--- src/rtl/fetch_btb.sv ---
module fetch_btb #(
  parameter int ENTRIES = 16,
  parameter int AW      = 32,
  parameter int STEP    = 4
) (
  input  logic          clk,
  input  logic          rst_n,
  input  logic [AW-1:0] lk_pc,
  output logic          hit,
  output logic          pred_taken,
  output logic [AW-1:0] lk_target,
  output logic          redirect,
  output logic [AW-1:0] next_pc,
  input  logic          upd_valid,
  input  logic [AW-1:0] upd_pc,
  input  logic          upd_taken,
  input  logic [AW-1:0] upd_target,
  output logic          wr_busy
);
  localparam int IW = (ENTRIES > 1) ? $clog2(ENTRIES) : 1;

  logic [ENTRIES-1:0] vld, tkn, lk_m, up_m;
  logic [AW-1:0]      tag [ENTRIES];
  logic [AW-1:0]      dst [ENTRIES];
  logic [IW-1:0]      rr, lk_idx, up_idx, free_idx, wr_idx;
  logic               up_hit, any_free;

  for (genvar i = 0; i < ENTRIES; i++) begin : g_cmp
    assign lk_m[i] = vld[i] && (tag[i] == lk_pc);
    assign up_m[i] = vld[i] && (tag[i] == upd_pc);
  end

  always_comb begin
    lk_idx = '0;
    up_idx = '0;
    free_idx = '0;
    any_free = 1'b0;
    for (int i = ENTRIES - 1; i >= 0; i--) begin
      if (lk_m[i]) lk_idx = IW'(i);
      if (up_m[i]) up_idx = IW'(i);
      if (!vld[i]) begin
        free_idx = IW'(i);
        any_free = 1'b1;
      end
    end
  end

  assign hit        = |lk_m;
  assign pred_taken = hit && tkn[lk_idx];
  assign lk_target  = dst[lk_idx];
  assign redirect   = pred_taken;
  assign next_pc    = redirect ? lk_target : lk_pc + AW'(STEP);

  assign up_hit  = |up_m;
  assign wr_busy = upd_valid && upd_taken && !up_hit;
  assign wr_idx  = up_hit ? up_idx : (any_free ? free_idx : rr);

  always_ff @(posedge clk) begin
    if (!rst_n) begin
      vld <= '0;
      tkn <= '0;
      rr  <= '0;
    end else if (upd_valid) begin
      if (up_hit) begin
        tkn[wr_idx] <= upd_taken;
      end else if (upd_taken) begin
        vld[wr_idx] <= 1'b1;
        tkn[wr_idx] <= 1'b1;
        if (!any_free) rr <= (rr == IW'(ENTRIES - 1)) ? '0 : rr + 1'b1;
      end
    end
  end

  always_ff @(posedge clk) begin
    if (rst_n && upd_valid && upd_taken) begin
      tag[wr_idx] <= upd_pc;
      dst[wr_idx] <= upd_target;
    end
  end
endmodule

--- config.mk ---
export PLATFORM = sky130hd
export DESIGN_NAME = fetch_btb
export DESIGN_NICKNAME = d
export VERILOG_FILES = /design/src/rtl/fetch_btb.sv
export SDC_FILE = /design/constraint.sdc
export NUM_CORES = 2
export LEC_CHECK = 0
export BUFFER_PORTS_ARGS = -buffer_cell sky130_fd_sc_hd__buf_2
export CORE_ASPECT_RATIO = 0.9
export CORE_MARGIN = 1.5
export CORE_UTILIZATION = 55
export DETAILED_ROUTE_END_ITERATION = 8
export MAX_ROUTING_LAYER = met4
export PLACE_DENSITY = 0.83
export SYNTH_ARGS = -nofsm -noshare
export SYNTH_HDL_FRONTEND = slang
export SYNTH_SLANG_ARGS = --single-unit
--- constraint.sdc ---
create_clock -name clk -period 13.2 [get_ports clk]
set_clock_uncertainty 0.05 [all_clocks]
set_input_delay 1.32 -clock clk [delete_from_list [all_inputs] [get_ports clk]]
set_output_delay 1.32 -clock clk [all_outputs]
set_load 0.05 [all_outputs]
==> flow_summary.ini <==
[global_route]
use_met1_pct = 49.91
grt-busiest-layer = met2
grt_pass1_vias = 36830
gr-usage-met3_pct = 10.09
overflow = 0
grt_use_met2_pct = 53.96
grt_usage_pct = 37.80
grt_max_degree = 120
grt_pass1_wl_um = 261200
antenna_found_initial = 5

[cts]
insertion_delay_ns = 0.73
cts_num_sinks = 1060
cts_resized = 0
tritoncts = yes
cts_root_buf = clkbuf_16
clk_pin_slew_ns = 0.06
clk_path_buf_depth = 3
cts_setup_buffers = 0
cts_hold_buffers = 0
htree_levels = 3
cts_buffers = 105

[critical_path]
end_kind = output pin
worst-path-max-fanout = 119
cp-start-kind = input port
crit_start = lk_pc[11]
slowest_stage = nor4_1
cp_data_required_time_ns = 11.83
path_cells = buf_2 > buf_4 > xor2_1 > nor4_1 > nand4_1 > nor4_1 > nand2_1 > a311oi_1 > a2bb2oi_4 > buf_12 > o21ai_4 > a211oi_2 > a21oi_1 > a32oi_4 > buf_4 > mux2i_1 > buf_2
r2r_start = vld[13]
arrival_ns = 7.75
critical_path_class = input port to output pin
slowest_delay_ns = 0.87

[timing]
max_freq_ghz = 0.1096
setup_tns_ns = 0
rsz0062_at_grt = false
slew_violations = 0
setup_slack_ns = 4.075
hold_viol = 0
finalSetupViolCount = 0
worst_pin_slew_ns = 1.317
min_period_ns = 9.125
timing.slew.headroom_pct = 11.98
fin_crit_sh_pct = 69.13

[detailed_routing]
num_vias = 38300
viasPerCell = 6.812
routed_wl_um = 185900
ant_nets = 0
drtIter0Drc = 6377
drt_first_pass_iters = 9
drc = 2
detail_route.wl_per_cell_um = 33.06

[yosys]
ys_top_cells_by_count = 1024 x edfxtp_1, 603 x xor2_1, 430 x xnor2_1
yosysTopAreaCellShare_pct = 57.28
synth.distinct_cells = 83
synth.area.top_cells = edfxtp_1 57%, xor2_1 9.8%, xnor2_1 7.0%
netlist_instances = 4093
syn-num-nets = 4195
ys_seq_elements = 1060
synth_edf_count = 1024
syn_avg_cell_area_um2 = 13.12
async_flop_share_pct = 0
ys.flop_type = edfxtp_1
syn_area_um2 = 53690
synth_most_common_cell = edfxtp_1
seq_area_frac_synth_pct = 58.62
synth_top_area_cell = edfxtp_1
synth_warnings = 0

[placed_design]
place_area_um2 = 55930
dp.cells = 5423
place_hpwl_um = 114500
place_congestion = 1.055
portBuffers = 167
place_ws_ns = 4.316

[power_and_ir_drop]
clkPwrFrac_pct = 41.9
switching_share_pct = 24.33
ir_drop_v = 0.0001126
leakagePower_nw = 20.51
powerDensity_nw_per_um2 = 123.9
switchingPower_mw = 1.793
intPower_mw = 5.577
power_frac_comb_pct = 7.9
p_seq_share_pct = 50.2

[floorplanning]
die_area_um2 = 99500
die_h_um = 299.4
io_pins = 168
die-width_um = 332.3
num_rows = 108
core_area_um2 = 96620
initial_core_util_pct = 55.56

[layout]
drive_above_1_share_pct = 12.20
final_util_pct = 61.56
num-nets-final = 4367
stdcell_area_um2 = 59480
fillers = 7126
syn_to_final_growth_pct = 10.79
final_cell_count_no_fill = 5623

[outcome]
violations = DRC
status = finished, violations left

[worst_hold_path]
worstHoldPathType = flip-flop to flip-flop
worstHoldStart = tkn[8]

[flow_run]
drv_cap = 0
per-layer routing:
metal	routed length (um)	part of all wire, %	up-vias
met3	25550	14	639
met2	79320	43	3127
met4	11130	6.0	0
met1	69920	38	18740
met5	0	0	-
li1	-	-	15800
critical path: cells and delay by family:
kind / cells / cell delay, ns
mux: 1 / 0.55
xor+xnor: 1 / 0.18
simple gates: 4 / 1.50
buf+inv: 5 / 2.10
compound gates: 6 / 1.93
state kept, by name (all words and copies together), names as in the netlist:
register and cells:
vld 16, tag 512, tkn 16, rr 4, dst 512
layout by cell type, fill, tap and decap left out, drive strengths merged, types with 84 or more instances in the layout:
master,n
edfxtp,1024
xor2,603
xnor2,430
nor4,287
buf,271
mux2i,265
nand4,203
nand2,181
nor2,127
clkbuf,123
o21ai,84
layout make-up:
cell class | instances | area (um2) | area share [%]
sequential | 1060 | 31470 | 52.91
multi-input combinational | 2796 | 21130 | 35.53
clock buffer | 123 | 2695 | 4.531
timing repair buffer | 271 | 1629 | 2.739
tap | 1265 | 1583 | 2.661
clock inverter | 72 | 837.1 | 1.407
inverter | 31 | 116.4 | 0.1956
antenna | 5 | 12.51 | 0.02104
cells by family after synthesis:
family | after synthesis | share of synthesized area, %
xor gates and xnor gates | 1033 | 16.85
AOI/OAI and AO/OA | 294 | 3.727
muxes | 322 | 6.318
buffers and inverters | 237 | 2.359
and+or+nand+nor | 1145 | 12.08
adders and majority gates | 2 | 0.04660
DFF | 1060 | 58.62
power by group through the flow:
stage	Sequential [mW]	Clock (mW)	Combinational, mW
after floorplan	3.77	0	0.313
after global placement	3.77	0	0.547
after detailed placement	3.77	0	0.550
after CTS	3.70	3.09	0.553
after global routing	3.70	3.23	0.588
final	3.70	3.09	0.579
worst paths after layout:
kind / end / slack, ns / depth (start not counted)
worst max register to register: dst[8][7] / 6.99 / 11
worst max-delay path: next_pc[11] / 4.08 / 17
worst min register to register: tkn[8] / 0.45 / 2
worst min-delay path: tkn[8] / 0.45 / 2
through the flow:
stage	total power, mW	hold slack (ns)
finish	7.370	0.4533
global route	7.517	0.4979
global placement	4.320	0.4333
CTS	7.350	0.4585
floorplan	4.086	0.4107
detailed placement	4.324	0.4438
Power figures use the tool's default switching activity.
